## src/rtl/pcmPlayerPkg.sv

```systemverilog
package pcmPlayerPkg;

  // Strobes passed from control to datapath
  typedef struct packed {
    logic bufLoad;    // capture reader byte into the holding buffer
    logic dacLoad;    // move buffered byte to its channel's DAC
    logic testWrite;  // write the direct test byte to the selected DAC
  } seqStrobes_t;

  localparam int unsigned CH_RIGHT = 0;
  localparam int unsigned CH_LEFT  = 1;

endpackage

```

## src/rtl/pcmSeqCtrl.sv

```systemverilog
module pcmSeqCtrl
  import pcmPlayerPkg::*;
#(
  parameter int unsigned CLKS_PER_BYTE = 16
) (
  input  logic        clk,
  input  logic        rstN,
  input  logic        playEn,
  input  logic        testMode,
  input  logic        rdValid,
  output logic        active,
  output seqStrobes_t strobes
);

  localparam int unsigned CNT_W = (CLKS_PER_BYTE > 2) ? $clog2(CLKS_PER_BYTE) : 1;
  localparam logic [CNT_W-1:0] CNT_LAST = CNT_W'(CLKS_PER_BYTE - 1);

  logic             bufFull;
  logic [CNT_W-1:0] paceCnt;
  logic             runReq;
  logic             seqLive;
  logic             paceDone;

  assign runReq   = playEn && !testMode;
  assign seqLive  = active && !testMode;
  assign paceDone = (paceCnt == CNT_LAST);

  assign strobes.bufLoad   = seqLive && rdValid;
  assign strobes.dacLoad   = seqLive && bufFull && paceDone;
  assign strobes.testWrite = testMode;

  // Run state: one register stage from the play level
  always_ff @(posedge clk or negedge rstN) begin
    if (!rstN) begin
      active <= 1'b0;
    end else begin
      active <= runReq;
    end
  end

  // Holding buffer occupancy; a refill on the load edge keeps it full
  always_ff @(posedge clk or negedge rstN) begin
    if (!rstN) begin
      bufFull <= 1'b0;
    end else if (!seqLive) begin
      bufFull <= 1'b0;
    end else if (strobes.bufLoad) begin
      bufFull <= 1'b1;
    end else if (strobes.dacLoad) begin
      bufFull <= 1'b0;
    end
  end

  // Pacing counter: saturates at the last count so the first byte after
  // a resume is loaded at once, later ones every CLKS_PER_BYTE clocks
  always_ff @(posedge clk or negedge rstN) begin
    if (!rstN) begin
      paceCnt <= CNT_LAST;
    end else if (!active) begin
      paceCnt <= CNT_LAST;
    end else if (strobes.dacLoad) begin
      paceCnt <= '0;
    end else if (!paceDone) begin
      paceCnt <= paceCnt + 1'b1;
    end
  end

endmodule

```

## src/rtl/pcmSeqDatapath.sv

```systemverilog
module pcmSeqDatapath
  import pcmPlayerPkg::*;
#(
  parameter int unsigned ADDR_W   = 24,
  parameter int unsigned SAMPLE_W = 8
) (
  input  logic                           clk,
  input  logic                           rstN,
  input  seqStrobes_t                    strobes,
  input  logic                           mirrorLeft,
  input  logic [SAMPLE_W-1:0]            rdData,
  input  logic [SAMPLE_W-1:0]            testData,
  output logic [ADDR_W-1:0]              playAddr,
  output logic [1:0][SAMPLE_W-1:0]       dacCode,
  output logic [SAMPLE_W-1:0]            mirrorOut
);

  localparam logic [ADDR_W-1:0]   ADDR_LAST = {ADDR_W{1'b1}};
  localparam logic [SAMPLE_W-1:0] MID_CODE  = {1'b1, {(SAMPLE_W-1){1'b0}}};

  logic [SAMPLE_W-1:0] sampleBuf;
  logic                nextLeft;

  always_ff @(posedge clk or negedge rstN) begin
    if (!rstN) begin
      sampleBuf <= MID_CODE;
    end else if (strobes.bufLoad) begin
      sampleBuf <= rdData;
    end
  end

  // Position of the next unplayed byte and the channel it belongs to
  always_ff @(posedge clk or negedge rstN) begin
    if (!rstN) begin
      playAddr <= '0;
      nextLeft <= 1'b1;
    end else if (strobes.dacLoad) begin
      playAddr <= playAddr + 1'b1;
      nextLeft <= (playAddr == ADDR_LAST) ? 1'b1 : !nextLeft;
    end
  end

  always_ff @(posedge clk or negedge rstN) begin
    if (!rstN) begin
      mirrorOut <= MID_CODE;
    end else if (strobes.dacLoad && (nextLeft == mirrorLeft)) begin
      mirrorOut <= sampleBuf;
    end
  end

  // One DAC register per channel
  for (genvar ch = 0; ch < 2; ch++) begin : g_chan
    localparam logic IS_LEFT = (ch == CH_LEFT);
    logic seqHit;
    logic testHit;

    assign seqHit  = strobes.dacLoad && (nextLeft == IS_LEFT);
    assign testHit = strobes.testWrite && (mirrorLeft == IS_LEFT);

    always_ff @(posedge clk or negedge rstN) begin
      if (!rstN) begin
        dacCode[ch] <= MID_CODE;
      end else if (testHit) begin
        dacCode[ch] <= testData;
      end else if (seqHit) begin
        dacCode[ch] <= sampleBuf;
      end
    end
  end

endmodule

```

## src/rtl/pcmStereoPlayer.sv

```systemverilog
module pcmStereoPlayer
  import pcmPlayerPkg::*;
#(
  parameter int unsigned ADDR_W        = 24,
  parameter int unsigned SAMPLE_W      = 8,
  parameter int unsigned CLKS_PER_BYTE = 16
) (
  input  logic                clk,
  input  logic                rstN,
  input  logic                playEn,
  input  logic                mirrorLeft,
  input  logic                testMode,
  input  logic [SAMPLE_W-1:0] testData,
  input  logic [SAMPLE_W-1:0] rdData,
  input  logic                rdValid,
  output logic                rdEn,
  output logic [ADDR_W-1:0]   rdAddr,
  output logic [SAMPLE_W-1:0] dacOut0,
  output logic [SAMPLE_W-1:0] dacOut1,
  output logic [SAMPLE_W-1:0] mirrorOut,
  output logic                playing
);

  seqStrobes_t                 strobes;
  logic                        active;
  logic [1:0][SAMPLE_W-1:0]    dacCode;

  pcmSeqCtrl #(
    .CLKS_PER_BYTE(CLKS_PER_BYTE)
  ) i_ctrl (
    .clk      (clk),
    .rstN     (rstN),
    .playEn   (playEn),
    .testMode (testMode),
    .rdValid  (rdValid),
    .active   (active),
    .strobes  (strobes)
  );

  pcmSeqDatapath #(
    .ADDR_W   (ADDR_W),
    .SAMPLE_W (SAMPLE_W)
  ) i_datapath (
    .clk        (clk),
    .rstN       (rstN),
    .strobes    (strobes),
    .mirrorLeft (mirrorLeft),
    .rdData     (rdData),
    .testData   (testData),
    .playAddr   (rdAddr),
    .dacCode    (dacCode),
    .mirrorOut  (mirrorOut)
  );

  assign rdEn    = active;
  assign playing = active;
  assign dacOut0 = dacCode[CH_RIGHT];
  assign dacOut1 = dacCode[CH_LEFT];

endmodule

```

## config.mk

```make
export PLATFORM = sky130hd
export DESIGN_NAME = pcmStereoPlayer
export DESIGN_NICKNAME = d
export VERILOG_FILES = /design/src/rtl/pcmPlayerPkg.sv /design/src/rtl/pcmSeqCtrl.sv /design/src/rtl/pcmSeqDatapath.sv /design/src/rtl/pcmStereoPlayer.sv
export SDC_FILE = /design/constraint.sdc
export NUM_CORES = 1
export LEC_CHECK = 0
export CORE_MARGIN = 2
export CORE_UTILIZATION = 50
export DETAILED_ROUTE_END_ITERATION = 16
export DONT_BUFFER_PORTS = 1
export GPL_TIMING_DRIVEN = 0
export PLACE_DENSITY = 0.65
export SLEW_MARGIN = 20
export SYNTH_ARGS = -nofsm -noshare
export SYNTH_HDL_FRONTEND = slang
export SYNTH_HIERARCHICAL = 1
export SYNTH_SLANG_ARGS = --single-unit
```

## constraint.sdc

```tcl
create_clock -name clk -period 2.4 [get_ports clk]
set_clock_uncertainty 0.2 [all_clocks]
set_input_delay 0.24 -clock clk [delete_from_list [all_inputs] [get_ports clk]]
set_output_delay 0.24 -clock clk [all_outputs]
set_load 0.01 [all_outputs]
```

### Word-level counts from Yosys, hierarchy flattened

Cells that the tools add are included.

| word-level totals | value |
|---|---|
| register bits | 63 |
| word-level logic and storage cells | 43 |
| input port bits | 22 |
| output and inout bits | 50 |

| operators by class | value |
|---|---|
| add/sub/neg operators | 2 |
| bitwise logic cells | 2 |
| reduce and logical (&&, ||, !) cells | 14 |
| muxes and demuxes | 11 |
| equality and inequality tests | 5 |

Operator list:

| cell | count |
|---|---|
| 8-bit two-way mux | 4 |
| 24-bit by 1-bit adder with 24-bit output (second input constant) | 1 |
| 24-bit == test (second input constant) | 1 |
| 4-bit two-way mux | 3 |
| 1-bit logical AND | 10 |
| 4-bit by 1-bit adder with 4-bit output (second input constant) | 1 |
| 4-bit == test (second input constant) | 1 |
| 1-bit two-way mux | 4 |
| 2-bit nonzero test | 2 |
| 3-bit by 1-bit inequality test with 1-bit output (second input constant) | 1 |
| 3-bit by 2-bit inequality test with 1-bit output (second input constant) | 1 |
| 1-bit zero test | 2 |
| 1-bit inverter | 2 |
| 1-bit == test | 1 |

### Longest topological paths before layout

Gate-level depths: netlist of run 1.

| logic depth | value |
|---|---|
| depth in word-level cells | 7 |
| depth in mapped cells | 8 |
| depth with buffers taken out | 7 |

### Modules after synthesis

The synthesis of run 1 kept the hierarchy.

By module, submodules not included:

| module | seq. area each (um^2) | instances | cells an instance | area an instance (um^2) |
|---|---|---|---|---|
| pcmSeqDatapath | 1432.6 | 1 | 203 | 2469.9 |
| pcmSeqCtrl | 155.1 | 1 | 31 | 321.6 |
| pcmStereoPlayer | 0.0 | 1 | 1 | 7.5 |

### Worst setup path before layout of run 1

Ideal clock, no wire load.

| path | value |
|---|---|
| kind | register -> register |
| start point | register i_ctrl.paceCnt[0] |
| end point | register i_datapath.playAddr[8] |
| stages on the path, launching flop included | 9 |
| arrival | 2.166 ns |
| buffers on the path | 1 |
| setup slack | -0.045 ns |
| data required time | 2.121 ns |
| clock period less this slack | 2.445 ns |
| library setup time | 0.079 ns |
| path through | dfstp_2 -> ha_1 -> nand3_1 -> nor4_1 -> buf_2 -> and4_2 -> nand3_1 -> nor2_1 -> xor2_1 |

RTL lines:

| element | line | RTL |
|---|---|---|
| from (decl) | pcmSeqCtrl.sv:19 | `logic [CNT_W-1:0] paceCnt;` |
| from (signal assigned) | pcmSeqCtrl.sv:64 | `paceCnt <= paceCnt + 1'b1;` |
| to (signal assigned) | pcmSeqDatapath.sv:38 | `playAddr <= playAddr + 1'b1;` |
| to (decl) | pcmSeqDatapath.sv:13 | `output logic [ADDR_W-1:0] playAddr,` |

==> results of run 1 <==
[kinds of logic after synthesis]
logic type,count (synthesis),share of synthesized area
and+or+nand+nor,78,0.154
buffers and inverters,10,0.0170
muxes,33,0.126
xor gates and xnor gates,24,0.0751
adders and majority gates,2,0.00894
AOI/OAI and AO/OA,25,0.0523
DFF,63,0.567
[worst reg2reg max path, delay by kind of cell, from the launching register on]
family / cells / cell delay, ps
AND/OR/NAND/NOR: 5 / 910
adder cells (fa/ha/maj): 1 / 170
XOR/XNOR: 1 / 150
buffers and inverters: 1 / 140
flip-flops: 1 / 570
[layout by cell type, fill, tap and decap left out, drive strengths merged]
master / netlist / final
dfrtp: 54 / 54
nand2: 28 / 28
dlygate4sd3: 0 / 20
o21ai: 17 / 17
xnor2: 17 / 17
mux2: 17 / 17
clkbuf: 2 / 17
mux2i: 16 / 16
nand3: 14 / 14
buf: 6 / 12
dfstp: 9 / 9
nand4: 9 / 9
xor2: 7 / 7
nor2: 6 / 6
and3: 6 / 6
nor3: 4 / 4
nor2b: 3 / 3
a21oi: 3 / 3
nand2b: 3 / 3
inv: 2 / 2
nor4: 2 / 2
ha: 2 / 2
clkinv: 0 / 1
nor3b: 1 / 1
a311oi: 1 / 1
a41oi: 1 / 1
a21boi: 1 / 1
a311o: 1 / 1
o211ai: 1 / 1
and4: 1 / 1
and2: 1 / 1
[layout make-up]
type,count,area (um^2),area share
buffer,8,46.3,0.0137
clock buffer,15,166,0.0493
clock inverter,1,5.00,0.00148
inverter,2,7.51,0.00222
multi-input combinational,162,1210,0.357
sequential,63,1590,0.471
tap,72,90.1,0.0267
timing repair buffer,26,265,0.0786
[worst max-delay path by stage]
stage | from | end | slack [ps] | cells past startpoint
after floorplan | i_ctrl/paceCnt[0] | i_datapath/playAddr[8] | 100 | 8
after global placement | i_ctrl/paceCnt[0] | i_datapath/mirrorOut[4] | -130 | 6
after detailed placement | i_ctrl/paceCnt[0] | i_datapath/dacCode[8] | -190 | 7
after CTS | i_ctrl/paceCnt[1] | i_datapath/playAddr[15] | 7 | 7
after global routing | i_ctrl/paceCnt[1] | i_datapath/playAddr[8] | 0.5 | 8
final | i_ctrl/paceCnt[1] | i_datapath/playAddr[12] | 170 | 8
[power by group through the flow]
stage	Sequential [mW]	Combinational [mW]	Clock, mW
2_1_floorplan	1.28	0.137	0
3_3_place_gp	1.32	0.152	0
3_5_place_dp	1.32	0.157	0
4_1_cts	1.30	0.223	0.842
5_1_grt	1.31	0.254	0.886
6_report	1.30	0.225	0.813
[registers in the layout, indices dropped and copies added (netlist names)]
| name | count |
|---|---|
| i_ctrl/active | 1 |
| i_ctrl/bufFull | 1 |
| i_ctrl/paceCnt | 4 |
| i_datapath/dacCode | 16 |
| i_datapath/mirrorOut | 8 |
| i_datapath/nextLeft | 1 |
| i_datapath/playAddr | 24 |
| i_datapath/sampleBuf | 8 |
[timing repair]
item,in CTS,in global routing
pin swaps,3,3
endpoints found under the hold margin,89,0
gates resized for setup,8,1
setup endpoints to repair,36,27
setup buffers,3,2
hold buffers,21,0
[layer usage]
metal | vias to the layer above | GRT usage | wire [um]
met3 | 8 | 0.0670 | 404
met1 | 953 | 0.245 | 2490
met4 | 0 | 0.0983 | 86
met2 | 55 | 0.312 | 2800
li1 | 902 | - | -
met5 | - | 0 | 0
[through the flow]
stage | setup TNS (ps) | cell area (um^2)
after floorplan | 0 | 2810
after global placement | -2030 | 2900
after detailed placement | -2950 | 2900
after CTS | 0 | 3350
after global routing | 0 | 3370
final | 0 | 3370
==> implementation parameters, run 1 <==
Parameter                              Value

Timing
  Fin crit period    2230 ps
  Worst Hold Slack    roughly 25 ps
  Final-report max-slew violation count    0
  Setup repair after global routing missed its margin    no
  Final setup vio count    0
  Portion of the clock cycle consumed by the worst path in the final layout    0.929
  Worst Tran Pin Value    536 ps
  Normalized max-slew margin    0.643
  Maximum achievable frequency    0.449 GHz
  Hold Vio Cnt, Final    0
  Post-route setup slack    roughly 170 ps

Setup path
  Highest cell delay on the worst timing path    570 ps
  Critical path start-end classification    register to register
  Standard cell with the maximum stage delay on the critical path    sky130_fd_sc_hd__dfstp_2
  Number of buffer and inverter stages on the critical path    1
  Launching element type of the critical path    register
  Critical path fanouts, max    6
  Reg2Reg Depth    8
  Beginning of the worst register-to-register path    i_ctrl/paceCnt[1]
  Worst setup slack for register-to-register paths    170 ps
  End of the worst register-to-register path    i_datapath/playAddr[12]
  Worst endpoint data arrival time    roughly 2300 ps
  Endpoint required time on the critical path    roughly 2500 ps
  Crit path capture type    register
  Cell class contributing the biggest share of worst-path delay    simple AND/OR/NAND/NOR gates
  Chain of cells forming the critical path    ha_4, nand3_2, nor4_4, nand4_4, nor3_4, buf_4, and3_1, xor2_1

Placed design
  Half-perimeter wire length after detailed placement    3.73 mm
  I/O Buffers    0
  Gp weighted congestion    0.770
  Worst setup timing slack at the placement stage    -195 ps
  Number of placed instances with taps included    307

Power and ir drop
  Switching part of the total    0.260
  Part of the total power dissipated in combinational logic    0.097
  Static Leakage    1.61 nW
  Share of power burned in registers    0.555
  Switching Power    0.607 mW
  Internal cell power    1.73 mW
  Power Total    2.34 mW
  Power Density    692 nW/um^2
  Peak supply drop    430 uV
  Part of the power in the clock network    0.348

Global route
  Global-route wire length before repair    approximately 9.4 mm
  Global-route usage over all layers    0.198
  Pin count of the biggest net entering global routing    64
  Number of antenna violations at the first check in global routing    0
  Vias in the first global route    ~1900
  GRT overflow    0

Cells and area
  Area added between synthesis and finish    20.6%
  Layout cells sized above 1    0.220
  Filler Cells Inserted    460
  Post-layout nets    296
  Fin util    0.617
  Antenna diode count    0
  Count of non-filler cells in the finished layout    349

Routing
  Number of design rule violations left after detail routing    0
  Initial detailed-routing violation count    79
  Routed WL    5.78 mm
  Routed WL per cell    around 17 um
  Total vias in the final route    1918
  TritonRoute pass-1 iters    4
  Via-per-instance ratio    between 5 and 6
  Routed Antenna Nets    0

Die
  Starting density of the core    0.511
  Die area    6210 um^2
  Die Width    between 70 and 80 um
  Core ar.    between 5000 and 6000 um^2
  Floorplan die height    roughly 79 um
  Number of top-level pins    between 70 and 80
  Number of rows in the core area    27

Min path
  End point of the worst hold path    i_datapath/dacCode[2]
  Worst hold path startpoint    mirrorLeft
  Hold Crit Depth    2
  Worst hold-check path type    primary input to register

Yosys
  Avg Synthesized Cell Area    11.9 um^2
  Post-synthesis instance total    235
  Count of different cell masters after synthesis    35
  Sequential fraction of the synthesis area    0.567
  Fraction of post-synthesis cell area in the top cell type by area    0.483
  Net Count, Synth    259
  YS warnings    6
  Dominant cell type by area after synthesis    sky130_fd_sc_hd__dfrtp_1
  Leading post-synthesis cells by instance count    sky130_fd_sc_hd__dfrtp_1 (54), sky130_fd_sc_hd__nand2_1 (28), sky130_fd_sc_hd__mux2_2 (17), sky130_fd_sc_hd__o21ai_0 (17), sky130_fd_sc_hd__xnor2_1 (17)
  Commonest register cell after synthesis    sky130_fd_sc_hd__dfrtp_1
  Asr flop ratio synth    1.00
  Count leader, synth    sky130_fd_sc_hd__dfrtp_1
  Post-synthesis sequential element count    63
  Count of flip-flops with a built-in enable after synthesis    0
  Area of the mapped netlist    2800 um^2
  Dominant cells by area after synthesis    sky130_fd_sc_hd__dfrtp_1 (48%), sky130_fd_sc_hd__dfstp_2 (8.4%), sky130_fd_sc_hd__mux2_2 (6.8%)

CTS
  Reg clk slew, reported paths    60 ps
  Max clock buf depth    2
  Clock buffer count from CTS    9
  CTS root buffer    sky130_fd_sc_hd__clkbuf_8
  Number of levels in the clock H-tree    3
  Insertion delay of the later-clocked pin in the worst-skew pair    330 ps
  Clock tree from TritonCTS    yes
  Sink Count    63

Run
  MaxCap Viol Count    0

Outcome
  Status    finished clean
(Power assumes the default switching activity.)
==> run 2: changes to the inputs <==
--- a/config.mk
+++ b/config.mk
@@ -5,12 +5,14 @@
 export SDC_FILE = /design/constraint.sdc
 export NUM_CORES = 1
 export LEC_CHECK = 0
+export ABC_AREA = 1
+export BUFFER_PORTS_ARGS = -buffer_cell sky130_fd_sc_hd__clkbuf_2
+export CORE_ASPECT_RATIO = 0.8
 export CORE_MARGIN = 2
-export CORE_UTILIZATION = 50
+export CORE_UTILIZATION = 49
 export DETAILED_ROUTE_END_ITERATION = 16
-export DONT_BUFFER_PORTS = 1
 export GPL_TIMING_DRIVEN = 0
-export PLACE_DENSITY = 0.65
+export PLACE_DENSITY = 0.73
 export SLEW_MARGIN = 20
 export SYNTH_ARGS = -nofsm -noshare
 export SYNTH_HDL_FRONTEND = slang
==> implementation parameters, run 2 <==
Parameter                              Value

Setup path
  Standard cell with the maximum stage delay on the critical path    sky130_fd_sc_hd__dfstp_2 (unchanged)
  Endpoint required time on the critical path    2430 ps (was 2450 ps)
  Highest cell delay on the worst timing path    560 ps (was 570 ps)
  Critical path start-end classification    register to register (unchanged)
  Capturing instance or port of the critical path    i_datapath/playAddr[21] (was i_datapath/playAddr[12])
  Beginning of the worst register-to-register path    i_ctrl/paceCnt[0] (was i_ctrl/paceCnt[1])
  Worst endpoint data arrival time    2300 ps (was 2280 ps)
  Launching element type of the critical path    register (unchanged)
  End of the worst register-to-register path    i_datapath/playAddr[21] (was i_datapath/playAddr[12])
  Crit path capture type    register (unchanged)
  Most repeated library cell on the critical path    sky130_fd_sc_hd__nand3_1
  Worst setup slack for register-to-register paths    130 ps (was 170 ps)
  Reg2Reg Depth    11 (was 8)
  First element of the critical path    i_ctrl/paceCnt[0] (was i_ctrl/paceCnt[1])
  Critical path fanouts, max    5 (was 6)
  Chain of cells forming the critical path    ha_1, nand3_1, or2_1, inv_1, buf_6, buf_4, nand3_1, nor2_4, nand3_1, nand2_1, inv_1 (was ha_4, nand3_2, nor4_4, nand4_4, nor3_4, buf_4, and3_1, xor2_1)

Yosys
  Net Count, Synth    388 (was 259)
  Dominant cells by area after synthesis    sky130_fd_sc_hd__dfrtp_1 (43%), sky130_fd_sc_hd__nand2_1 (10%), sky130_fd_sc_hd__dfstp_2 (7.5%) (was sky130_fd_sc_hd__dfrtp_1 (48%), sky130_fd_sc_hd__dfstp_2 (8.4%), sky130_fd_sc_hd__mux2_2 (6.8%))
  YS warnings    6 (unchanged)
  Count leader, synth    sky130_fd_sc_hd__nand2_1 (was sky130_fd_sc_hd__dfrtp_1)
  Area of the mapped netlist    3160 um^2 (was 2800 um^2)
  Post-synthesis instance total    364 (was 235)
  Leading post-synthesis cells by instance count    sky130_fd_sc_hd__nand2_1 (84), sky130_fd_sc_hd__dfrtp_1 (54), sky130_fd_sc_hd__inv_1 (37) (was sky130_fd_sc_hd__dfrtp_1 (54), sky130_fd_sc_hd__nand2_1 (28), sky130_fd_sc_hd__mux2_2 (17), sky130_fd_sc_hd__o21ai_0 (17), sky130_fd_sc_hd__xnor2_1 (17))
  Post-synthesis sequential element count    63 (unchanged)
  Avg Synthesized Cell Area    8.67 um^2 (was 11.9 um^2)
  Count of different cell masters after synthesis    34 (was 35)
  Count of flip-flops with a built-in enable after synthesis    0 (unchanged)
  Asr flop ratio synth    1.00 (unchanged)
  Commonest register cell after synthesis    sky130_fd_sc_hd__dfrtp_1 (unchanged)
  Dominant cell type by area after synthesis    sky130_fd_sc_hd__dfrtp_1 (unchanged)
  Sequential fraction of the synthesis area    0.503 (was 0.567)
  Fraction of post-synthesis cell area in the top cell type by area    0.428 (was 0.483)

Power and ir drop
  Power Density    672 nW/um^2 (was 692 nW/um^2)
  Static Leakage    2.09 nW (was 1.61 nW)
  Peak supply drop    399 uV (was 430 uV)

Cells and area
  Largest register FFs    24 (unchanged)
  Layout cells sized above 1    0.304 (was 0.220)
  Area added between synthesis and finish    28.4% (was 20.6%)
  Most frequent standard cell in the layout excluding fill and tap cells    sky130_fd_sc_hd__nand2_1 (was sky130_fd_sc_hd__dfrtp_1)
  Largest registers    i_datapath/playAddr (24), i_datapath/dacCode (16) (unchanged)
  Antenna diode count    0 (unchanged)
  Post-layout nets    493 (was 296)
  Fin util    0.642 (was 0.617)
  Register with the highest flop count    i_datapath/playAddr (unchanged)
  Top library cells by usage in the layout, fill and taps aside    sky130_fd_sc_hd__nand2_1 (84), sky130_fd_sc_hd__clkbuf_2 (70), sky130_fd_sc_hd__dfrtp_1 (54), sky130_fd_sc_hd__inv_1 (37), sky130_fd_sc_hd__o21ai_0 (32) (was sky130_fd_sc_hd__dfrtp_1 (54), sky130_fd_sc_hd__nand2_1 (26), sky130_fd_sc_hd__dlygate4sd3_1 (20))

Die
  Starting density of the core    0.500 (was 0.511)
  Die Width    93.7 um (was 78.8 um)
  Floorplan die height    75.8 um (was 78.8 um)
  Core ar.    6310 um^2 (was 5470 um^2)
  Number of top-level pins    72 (unchanged)
  Number of rows in the core area    26 (was 27)
  Die area    7100 um^2 (was 6210 um^2)

CTS
  Max clock buf depth    2 (unchanged)
  Number of levels in the clock H-tree    3 (unchanged)
  Insertion delay of the later-clocked pin in the worst-skew pair    330 ps (about the same)
  Clock buffer count from CTS    9 (unchanged)
  Clock tree from TritonCTS    yes (unchanged)
  CTS root buffer    sky130_fd_sc_hd__clkbuf_8 (unchanged)
  Reg clk slew, reported paths    70 ps (was 60 ps)
  Sink Count    63 (unchanged)

Timing
  Maximum achievable frequency    0.440 GHz (was 0.449 GHz)
  Normalized max-slew margin    0.699 (was 0.643)
  Final setup vio count    0 (unchanged)
  Fin crit period    2270 ps (was 2230 ps)
  Setup total negative slack    0 ps (unchanged)
  Hold Vio Cnt, Final    0 (unchanged)
  Portion of the clock cycle consumed by the worst path in the final layout    0.947 (was 0.929)
  Final-report max-slew violation count    0 (unchanged)
  Post-route setup slack    126 ps (was 171 ps)
  Worst Tran Pin Value    452 ps (was 536 ps)
  Setup repair after global routing missed its margin    yes (was no)

Routing
  Routed Antenna Nets    0 (unchanged)
  Initial detailed-routing violation count    145 (was 79)
  Total vias in the final route    2746 (was 1918)
  Number of design rule violations left after detail routing    0 (unchanged)
  Routed WL    7.22 mm (was 5.78 mm)
  TritonRoute pass-1 iters    4 (unchanged)
  Routed WL per cell    12.9 um (was 16.6 um)
  Via-per-instance ratio    4.92 (was 5.50)

Placed design
  Gp weighted congestion    0.874 (was 0.770)
  Worst setup timing slack at the placement stage    59.6 ps (was -195 ps)
  Half-perimeter wire length after detailed placement    5.30 mm (was 3.73 mm)
  I/O Buffers    71 (was 0)

Global route
  GRT overflow    0 (unchanged)
  Pin count of the biggest net entering global routing    43 (was 64)
  Global-route usage over all layers    0.217 (was 0.198)
  Number of antenna violations at the first check in global routing    0 (unchanged)
  Global-route wire length before repair    11.8 mm (was 9.41 mm)
  Vias in the first global route    2552 (was 1903)

Outcome
  Status    finished clean (unchanged)

Run
  MaxCap Viol Count    0 (unchanged)

Min path
  Worst hold-check path type    primary input to register (unchanged)
-- run 2: cell types whose count changed after synthesis, sizes merged, moves of 9 or more --
cell / before / now
inv: 2 / 43
mux2: 17 / 0
mux2i: 16 / 0
nand2: 28 / 93
nand3: 14 / 37
nor2: 6 / 33
o21ai: 17 / 51
xnor2: 17 / 8
-- run 2: per-layer routing --
| metal | wire, um | track usage | part of all wire | up-vias |
|---|---|---|---|---|
| li1 | - | - | - | 1378 |
| met1 | 3510 | 0.303 | 0.49 | 1289 |
| met2 | 3340 | 0.345 | 0.46 | 70 |
| met3 | 285 | 0.0445 | 0.039 | 9 |
| met4 | 85 | 0.0709 | 0.012 | 0 |
| met5 | 0 | 0 | 0 | - |
-- run 2: area by class of cell --
cell class,count,area [um^2]
Inverter,43,164
Fill cell,586,2260
Multi-Input combinational cell,247,1340
Sequential cell,63,1590
Clock inverter,2,12.5
Tap cell,84,105
Clock buffer,14,183
Buffer,11,68.8
Timing Repair Buffer,94,593
-- run 2: worst min-delay path by stage --
stage,start,endpoint,depth (start not counted)
floorplan,rstN,i_ctrl/active,0
global route,testMode,i_ctrl/bufFull,4
CTS,testMode,i_ctrl/bufFull,4
detailed placement,rstN,i_datapath/sampleBuf[3],1
finish,testMode,i_ctrl/bufFull,4
global placement,playEn,i_ctrl/active,3
-- run 2: cell families after synthesis --
family          share of synthesized area
simple gates                        0.273
flops                               0.503
compound gates                     0.0955
buf+inv                            0.0737
xor+xnor                           0.0468
fa+ha+maj                         0.00793
-- run 2: what timing repair did --
action,4_1_cts,5_1_grt
setup endpoints to repair,0,8
endpoints found under the hold margin,81,0
setup buffers,0,2
gates resized for setup,0,1
hold buffers,20,0
-- run 2: critical path, delay by kind of cell (launching register included) --
family / cells / cell delay, ps
and+or+nand+nor: 6 / 780
buffers and inverters: 4 / 430
adders and majority gates: 1 / 190
DFF: 1 / 560
-- run 2: stage by stage --
stage	hold slack [ps]	power [mW]	cells	cell area, um^2
after floorplan	-256	1.64	364	3160
after detailed placement	-14.1	1.85	520	3640
final	85.4	2.72	558	4050
after global placement	227	1.82	519	3620
after CTS	67.7	2.76	556	4040
after global routing	88.1	2.88	558	4050
-- run 2: power by group --
| group | internal [mW] | switching, mW | leakage (nW) |
|---|---|---|---|
| logic | 0.223 | 0.312 | 1.21 |
| clock network | 0.487 | 0.384 | 0.0987 |
| registers | 1.22 | 0.0974 | 0.779 |
| total | 1.93 | 0.793 | 2.09 |
